[src/rtl/pic_pkg.sv]
package pic_pkg;
  typedef logic [2:0] prio_t;
  typedef logic [3:0] thr_t;

  typedef enum logic [2:0] {
    OFS_MASKED = 3'd0,
    OFS_STATUS = 3'd1,
    OFS_EN_SET = 3'd2,
    OFS_EN_CLR = 3'd3,
    OFS_PEEK   = 3'd4,
    OFS_ACK    = 3'd5,
    OFS_END    = 3'd6,
    OFS_THR    = 3'd7
  } ch_ofs_e;

  localparam logic [5:0] ADDR_POL = 6'h10;
  localparam logic [5:0] ADDR_SEL = 6'h11;
  localparam thr_t       THR_RESET = 4'd8;
endpackage

[src/rtl/pic_src_front.sv]
module pic_src_front #(
  parameter int NSRC = 32
) (
  input  logic            clk,
  input  logic            rst_n,
  input  logic [NSRC-1:0] src_i,
  input  logic [NSRC-1:0] pol,
  input  logic [NSRC-1:0] sel,
  input  logic [NSRC-1:0] clr,
  output logic [NSRC-1:0] view
);
  logic [NSRC-1:0] lvl_q, lvl_prev_q, sticky_q, sticky_d;

  for (genvar i = 0; i < NSRC; i++) begin : g_src
    logic adj;
    assign adj = src_i[i] ^ ~pol[i];

    always_ff @(posedge clk or negedge rst_n) begin
      if (!rst_n) begin
        lvl_q[i]      <= 1'b0;
        lvl_prev_q[i] <= 1'b0;
      end else begin
        lvl_q[i]      <= adj;
        lvl_prev_q[i] <= lvl_q[i];
      end
    end

    always_comb begin
      sticky_d[i] = sticky_q[i];
      if (clr[i]) sticky_d[i] = 1'b0;
      if (lvl_q[i] && !lvl_prev_q[i]) sticky_d[i] = 1'b1;
    end

    always_ff @(posedge clk or negedge rst_n) begin
      if (!rst_n) sticky_q[i] <= 1'b0;
      else        sticky_q[i] <= sticky_d[i];
    end

    assign view[i] = sel[i] ? sticky_q[i] : lvl_q[i];
  end

  // latched bits only drop when a clear is requested
  a_r3_sticky_hold: assert property (@(posedge clk) disable iff (!rst_n)
    (clr == '0) |=> ((sticky_q & $past(sticky_q)) == $past(sticky_q)));
endmodule

[src/rtl/pic_arbiter.sv]
module pic_arbiter #(
  parameter int NSRC = 32,
  localparam int ID_W = $clog2(NSRC + 1)
) (
  input  logic [NSRC-1:0]      cand,
  input  pic_pkg::prio_t [NSRC-1:0] prio,
  output logic                 found,
  output logic [ID_W-1:0]      best_id,
  output pic_pkg::prio_t       best_p
);
  always_comb begin
    found   = 1'b0;
    best_id = ID_W'(NSRC);
    best_p  = '1;
    for (int i = 0; i < NSRC; i++) begin
      if (cand[i] && (!found || prio[i] < best_p)) begin
        found   = 1'b1;
        best_id = ID_W'(i);
        best_p  = prio[i];
      end
    end
  end
endmodule

[src/rtl/pic_channel.sv]
module pic_channel #(
  parameter int NSRC = 32,
  localparam int ID_W = $clog2(NSRC + 1)
) (
  input  logic                  clk,
  input  logic                  rst_n,
  input  logic [NSRC-1:0]       view,
  input  pic_pkg::prio_t [NSRC-1:0] prio,
  input  logic                  en_set_we,
  input  logic                  en_clr_we,
  input  logic                  thr_we,
  input  logic                  ack_rd,
  input  logic                  end_rd,
  input  logic [NSRC-1:0]       wbits,
  input  pic_pkg::thr_t         wthr,
  output logic [NSRC-1:0]       en,
  output logic [NSRC-1:0]       masked,
  output pic_pkg::thr_t         thr,
  output pic_pkg::thr_t         saved,
  output logic [ID_W-1:0]       cur_id,
  output logic                  req
);
  import pic_pkg::*;

  logic [NSRC-1:0] en_q, en_d;
  thr_t            thr_q, thr_d, sav_q, sav_d;
  logic            found;
  logic [ID_W-1:0] best_id;
  prio_t           best_p;

  assign masked = view & en_q;

  pic_arbiter #(.NSRC(NSRC)) u_arb (
    .cand    (masked),
    .prio    (prio),
    .found   (found),
    .best_id (best_id),
    .best_p  (best_p)
  );

  assign req    = found && ({1'b0, best_p} < thr_q);
  assign cur_id = req ? best_id : ID_W'(NSRC);

  always_comb begin
    en_d  = en_q;
    thr_d = thr_q;
    sav_d = sav_q;
    if (en_set_we) en_d = en_d | wbits;
    if (en_clr_we) en_d = en_d & ~wbits;
    if (thr_we) thr_d = wthr;
    if (ack_rd && req) begin
      sav_d = thr_q;
      thr_d = {1'b0, best_p};
    end else if (end_rd) begin
      thr_d = sav_q;
    end
  end

  always_ff @(posedge clk or negedge rst_n) begin
    if (!rst_n) begin
      en_q  <= '0;
      thr_q <= THR_RESET;
      sav_q <= THR_RESET;
    end else begin
      en_q  <= en_d;
      thr_q <= thr_d;
      sav_q <= sav_d;
    end
  end

  assign en    = en_q;
  assign thr   = thr_q;
  assign saved = sav_q;

  // a set write leaves every written bit enabled
  a_r4_set_sticks: assert property (@(posedge clk) disable iff (!rst_n)
    en_set_we |=> ((en_q & $past(wbits)) == $past(wbits)));
  // a request needs at least one enabled pending source
  a_r7_req_needs_src: assert property (@(posedge clk) disable iff (!rst_n)
    req |-> (masked != '0));
  // acknowledge saves the old threshold and raises it
  a_r8_ack_raises: assert property (@(posedge clk) disable iff (!rst_n)
    (ack_rd && req) |=> (thr_q == {1'b0, $past(best_p)}) && (sav_q == $past(thr_q)));
  // end read restores the saved threshold
  a_r9_end_restores: assert property (@(posedge clk) disable iff (!rst_n)
    end_rd |=> (thr_q == $past(sav_q)));
endmodule

[src/rtl/prio_irq_ctrl.sv]
module prio_irq_ctrl #(
  parameter int NSRC = 32
) (
  input  logic            clk,
  input  logic            rst_n,
  input  logic [NSRC-1:0] src_i,
  input  logic            bus_sel,
  input  logic            bus_wr,
  input  logic [5:0]      bus_addr,
  input  logic [31:0]     bus_wdata,
  output logic [31:0]     bus_rdata,
  output logic            irq_o,
  output logic            fiq_o
);
  import pic_pkg::*;
  localparam int ID_W = $clog2(NSRC + 1);
  localparam int NCH  = 2;

  logic [1:0] rst_sync_q;
  logic       rst_ni;
  always_ff @(posedge clk or negedge rst_n) begin
    if (!rst_n) rst_sync_q <= 2'b00;
    else        rst_sync_q <= {rst_sync_q[0], 1'b1};
  end
  assign rst_ni = rst_sync_q[1];

  logic wr_stb, rd_stb;
  assign wr_stb = bus_sel && bus_wr;
  assign rd_stb = bus_sel && !bus_wr;

  logic [NSRC-1:0] pol_q, pol_d, sel_q, sel_d, view, clr;
  prio_t [NSRC-1:0] prio_q, prio_d;

  logic            ch_hit [NCH];
  logic [NSRC-1:0] ch_en [NCH], ch_masked [NCH];
  thr_t            ch_thr [NCH], ch_sav [NCH];
  logic [ID_W-1:0] ch_cur [NCH];
  logic            ch_req [NCH];
  logic [NSRC-1:0] clr_part [NCH];

  for (genvar c = 0; c < NCH; c++) begin : g_ch
    assign ch_hit[c] = (bus_addr[5:4] == 2'b00) && (bus_addr[3] == c[0]);
    assign clr_part[c] = (wr_stb && ch_hit[c] && bus_addr[2:0] == OFS_STATUS)
                         ? bus_wdata[NSRC-1:0] : '0;

    pic_channel #(.NSRC(NSRC)) u_ch (
      .clk       (clk),
      .rst_n     (rst_ni),
      .view      (view),
      .prio      (prio_q),
      .en_set_we (wr_stb && ch_hit[c] && bus_addr[2:0] == OFS_EN_SET),
      .en_clr_we (wr_stb && ch_hit[c] && bus_addr[2:0] == OFS_EN_CLR),
      .thr_we    (wr_stb && ch_hit[c] && bus_addr[2:0] == OFS_THR),
      .ack_rd    (rd_stb && ch_hit[c] && bus_addr[2:0] == OFS_ACK),
      .end_rd    (rd_stb && ch_hit[c] && bus_addr[2:0] == OFS_END),
      .wbits     (bus_wdata[NSRC-1:0]),
      .wthr      (bus_wdata[3:0]),
      .en        (ch_en[c]),
      .masked    (ch_masked[c]),
      .thr       (ch_thr[c]),
      .saved     (ch_sav[c]),
      .cur_id    (ch_cur[c]),
      .req       (ch_req[c])
    );
  end

  assign clr = clr_part[0] | clr_part[1];

  pic_src_front #(.NSRC(NSRC)) u_front (
    .clk   (clk),
    .rst_n (rst_ni),
    .src_i (src_i),
    .pol   (pol_q),
    .sel   (sel_q),
    .clr   (clr),
    .view  (view)
  );

  always_comb begin
    pol_d  = pol_q;
    sel_d  = sel_q;
    prio_d = prio_q;
    if (wr_stb && bus_addr == ADDR_POL) pol_d = bus_wdata[NSRC-1:0];
    if (wr_stb && bus_addr == ADDR_SEL) sel_d = bus_wdata[NSRC-1:0];
    for (int i = 0; i < NSRC; i++) begin
      if (wr_stb && bus_addr[5] && (int'(bus_addr[4:0]) == i))
        prio_d[i] = bus_wdata[2:0];
    end
  end

  always_ff @(posedge clk or negedge rst_ni) begin
    if (!rst_ni) begin
      pol_q  <= '1;
      sel_q  <= '0;
      prio_q <= '0;
    end else begin
      pol_q  <= pol_d;
      sel_q  <= sel_d;
      prio_q <= prio_d;
    end
  end

  always_comb begin
    logic c;
    c = bus_addr[3];
    bus_rdata = '0;
    if (bus_addr[5]) begin
      for (int i = 0; i < NSRC; i++)
        if (int'(bus_addr[4:0]) == i) bus_rdata[2:0] = prio_q[i];
    end else if (bus_addr == ADDR_POL) begin
      bus_rdata[NSRC-1:0] = pol_q;
    end else if (bus_addr == ADDR_SEL) begin
      bus_rdata[NSRC-1:0] = sel_q;
    end else if (bus_addr[5:4] == 2'b00) begin
      case (ch_ofs_e'(bus_addr[2:0]))
        OFS_MASKED: bus_rdata[NSRC-1:0] = ch_masked[c];
        OFS_STATUS: bus_rdata[NSRC-1:0] = view;
        OFS_EN_SET,
        OFS_EN_CLR: bus_rdata[NSRC-1:0] = ch_en[c];
        OFS_PEEK,
        OFS_ACK:    bus_rdata[ID_W-1:0] = ch_cur[c];
        OFS_END:    bus_rdata[3:0] = ch_sav[c];
        OFS_THR:    bus_rdata[3:0] = ch_thr[c];
        default:    bus_rdata = '0;
      endcase
    end
  end

  assign irq_o = ch_req[0];
  assign fiq_o = ch_req[1];

  // masked status never shows a disabled source
  a_r5_masked_in_en: assert property (@(posedge clk) disable iff (!rst_ni)
    ((ch_masked[0] & ~ch_en[0]) == '0) && ((ch_masked[1] & ~ch_en[1]) == '0));
  // requests are low in the first cycle after reset release
  a_r1_quiet_after_reset: assert property (@(posedge clk) disable iff (!rst_ni)
    $rose(rst_sync_q[1]) |-> (!irq_o && !fiq_o));
endmodule

[config.mk]
export PLATFORM = sky130hd
export DESIGN_NAME = prio_irq_ctrl
export DESIGN_NICKNAME = d
export VERILOG_FILES = /design/src/rtl/pic_pkg.sv /design/src/rtl/pic_src_front.sv /design/src/rtl/pic_arbiter.sv /design/src/rtl/pic_channel.sv /design/src/rtl/prio_irq_ctrl.sv
export SDC_FILE = /design/constraint.sdc
export NUM_CORES = 1
export LEC_CHECK = 0
export BUFFER_PORTS_ARGS = -buffer_cell sky130_fd_sc_hd__buf_2
export CORE_MARGIN = 4
export CORE_UTILIZATION = 50
export CTS_CLUSTER_DIAMETER = 60
export CTS_CLUSTER_SIZE = 30
export DETAILED_ROUTE_END_ITERATION = 6
export HOLD_SLACK_MARGIN = 0.03
export PLACE_DENSITY = 0.7
export SLEW_MARGIN = 10
export SYNTH_ARGS = -nofsm -noshare
export SYNTH_HDL_FRONTEND = slang
export SYNTH_SLANG_ARGS = --single-unit
[constraint.sdc]
create_clock -name clk -period 63.2 [get_ports clk]
set_input_delay 0 -clock clk [delete_from_list [all_inputs] [get_ports clk]]
set_output_delay 0 -clock clk [all_outputs]
set_load 0.05 [all_outputs]
==> results.cfg <==
[status]
status = finished, violations left
violations = design-rule violations

[critical_path]
cpMostUsedCell = ha_1
r2r_slack_ps = 18380
r2r_end = g_ch[1].u_ch.saved[2]$_DFFE_PN0P_
critPathMaxStageDelay_ps = 610
r2r_start = sel_q[0]$_DFFE_PN0P_
path_max_fanout = 9
ff2ff_path_depth = 223
cp-startpoint = sel_q[0]$_DFFE_PN0P_
cp.required_ps = 63200
critPathCapture = bus_rdata[5]
critPathCaptureType = output pin
crit_slowest_cell = o31ai_1
start_kind = register
cp_data_arrival_time_ps = 45640
crit_type = register to output pin

[synth]
synth_enable_flop_cells = 0
ys_types = 122
synth-warning-count = 0
syn_area_um2 = 26100
syn_area_per_cell_um2 = 8.36
synthArstFlopShare_pct = 100
synth_nets = 3263
yosysSeqAreaShare_pct = 32.6
ys_ff_latch = 338
syn-instance-count = 3121
synth_ff_type = dfrtp_1

[power_and_ir_drop]
leakage_nw = 12.8
pwr-share-seq_pct = 28.7
p_int_mw = 0.517
powerDensity_nw_per_um2 = 31.9
swShare_pct = 44.1
comb_power_share_pct = 50.0
p_clk_share_pct = 21.3
irDropWorstVdd_mv = 0.0262
switchingPower_mw = 0.408

[layout]
fin_area_um2 = 28900
multi_input_area_um2 = 16600
syn_to_final_growth_pct = 10.9
fin_util_pct = 56.2
drive_gt1_share_pct = 16.4
fillCellCount = 4791
regArea_um2 = 8510
final_nets = 3362

[detailed_routing]
drt_iter0_markers = 2394
vias = 25405
routed_via_density = 6.47
totalWireLength_um = 87000
drt_pre_antenna_iters = 7
wl_per_cell_um = 22.2
drc = 3
antenna_left = 0

[clock_network]
postCtsSetupRepairBufs = 0
clock_tree.buffer_depth = 3
ctsHoldBuffers = 65
clock_sinks = 338
cts_tree = yes
post_cts_resized = 0
h-tree-depth = 1
clk_latency_ps = 610
cts-buffers-inserted = 29
cts-root-buf = clkbuf_16
clkTransAtPathRegs_ps = 80

[timing]
holdWs_ps = 77.7
skew_ps = 24.8
layout_setup_ws_ps = 17560
finalSetupViolations = 0
rsz0062_at_grt = no
worst_pin_slew_ps = 1190
clock.fmax_ghz = 0.0219
drv_slew = 0
finalHoldViolCount = 0
period_needed_ps = 45640
period_share_pct = 72.2
setup_tns_ps = 0
slew_headroom_pct = 18.9

[job]
cap_violations = 0

[global_routing]
antenna_found_initial = 3
grt_pass1_vias = 24933
grt_usage_pct = 30.1
grt_max_degree = 178
grt_pass1_wl_um = 138000
grt-ovfl-total = 0

[place]
io_buffers = 107
dpl_cell_area_um2 = 27200
gp_congestion = 0.987
dp_hpwl_um = 63700
dpl_worst_slack_ps = 18600

[floorplanning]
initial_core_util_pct = 50.6
dieArea_um2 = 55900
num_rows = 83
core_um2 = 51500
die_x_um = 236
io_pins = 108
die_h_um = 236

[hold_path]
hp-class = input pin to register
critical path, delay by kind of cell (launching register included):
| kind | cells | cell delay [ps] |
|---|---|---|
| buffers and inverters | 21 | 1760 |
| AND/OR/NAND/NOR | 63 | 10450 |
| multiplexers | 16 | 4470 |
| AO/OA/AOI/OAI | 91 | 20110 |
| adder cells (fa/ha/maj) | 32 | 7760 |
| flip-flops | 1 | 430 |
power groups by stage:
stage               combinational (mW)  sequential (mW)  clock, mW
CTS                              0.454            0.264      0.201
floorplan                        0.345            0.257          0
finish                           0.462            0.265      0.197
detailed placement               0.447            0.268          0
global placement                 0.437            0.267          0
global route                     0.511            0.268      0.210
area by class of cell:
cell class,instances,share of cell area (%)
Antenna cell,1,0.00865
Clock buffer,32,2.55
Clock inverter,22,1.04
Inverter,140,1.82
Multi-Input combinational cell,2514,57.4
Sequential cell,338,29.4
Tap cell,680,2.94
Timing Repair Buffer,197,4.80
stage by stage:
stage / cells / total power, mW
6_report: 3924 / 0.924
5_1_grt: 3923 / 0.990
4_1_cts: 3923 / 0.919
3_5_place_dp: 3804 / 0.716
3_3_place_gp: 3804 / 0.704
2_1_floorplan: 3121 / 0.602
cells by family after synthesis:
family / count (synthesis) / synth area share, %
flip-flops: 338 / 32.6
buffers and inverters: 269 / 3.92
AO/OA/AOI/OAI: 1115 / 28.6
AND/OR/NAND/NOR: 1007 / 18.1
XOR/XNOR: 32 / 1.07
other: 1 / 0.0144
multiplexers: 275 / 11.8
adder cells (fa/ha/maj): 84 / 3.88
per-layer routing:
layer  global-route usage [%]  wire length [µm]  vias up  share of wire (%)
met4                     12.0              3920        4                4.5
met2                     49.2             40200     1084                 46
li1                         -                 -    11687                  -
met5                        0                27        -              0.031
met3                     4.29              6450      220                7.4
met1                     40.3             36400    12410                 42
cells in the final DEF (no fill, tap or decap), types with 17 or more instances in the layout:
| master | count |
|---|---|
| nand2_1 | 444 |
| a21oi_1 | 347 |
| dfrtp_1 | 301 |
| o21ai_0 | 230 |
| mux2_2 | 198 |
| nor2_1 | 185 |
| inv_1 | 136 |
| buf_2 | 106 |
| nand2b_1 | 78 |
| a21o_1 | 76 |
| ha_1 | 68 |
| dlygate4sd3_1 | 65 |
| mux2i_1 | 64 |
| nand3_1 | 57 |
| and2_1 | 54 |
| a22oi_1 | 48 |
| a31oi_1 | 37 |
| dfstp_2 | 36 |
| a211oi_1 | 33 |
| xnor2_1 | 32 |
| nor2b_1 | 29 |
| nor3_1 | 29 |
| clkbuf_16 | 29 |
| o211ai_1 | 28 |
| or2_2 | 25 |
| buf_4 | 25 |
| a211o_1 | 22 |
| and3_1 | 21 |
| o21a_1 | 18 |
| o22ai_1 | 17 |
worst min-delay path by stage:
| stage | start | cells past startpoint | slack, ps | to |
|---|---|---|---|---|
| floorplan | rst_n | 0 | -300 | rst_sync_q[0]$_DFF_PN0_ |
| global placement | rst_n | 1 | -210 | rst_sync_q[0]$_DFF_PN0_ |
| detailed placement | rst_n | 1 | -210 | rst_sync_q[0]$_DFF_PN0_ |
| CTS | bus_addr[4] | 3 | 30 | prio_q[93]$_DFFE_PN0P_ |
| global route | bus_addr[4] | 3 | 80 | prio_q[93]$_DFFE_PN0P_ |
| finish | bus_addr[4] | 3 | 80 | prio_q[93]$_DFFE_PN0P_ |
Yosys cell counts, drive strengths merged (16+ instances only):
cell type	count	area, µm²
a211o	22	193
a211oi	36	293
a21boi	16	135
a21o	76	571
a21oi	351	1790
a221oi	17	155
a22oi	49	382
a31oi	41	290
and2	54	338
and3	22	143
clkbuf	117	440
dfrtp	302	7560
dfstp	36	946
ha	68	851
inv	138	518
maj3	16	161
mux2	206	2330
mux2i	64	641
nand2	444	1670
nand2b	78	488
nand3	57	285
nor2	193	741
nor2b	30	188
nor3	32	160
o211ai	33	282
o21a	18	135
o21ai	248	1250
o22ai	17	106
o31ai	22	213
or2	31	194
xnor2	32	280
Note: power is estimated with default switching activity, not from simulation.
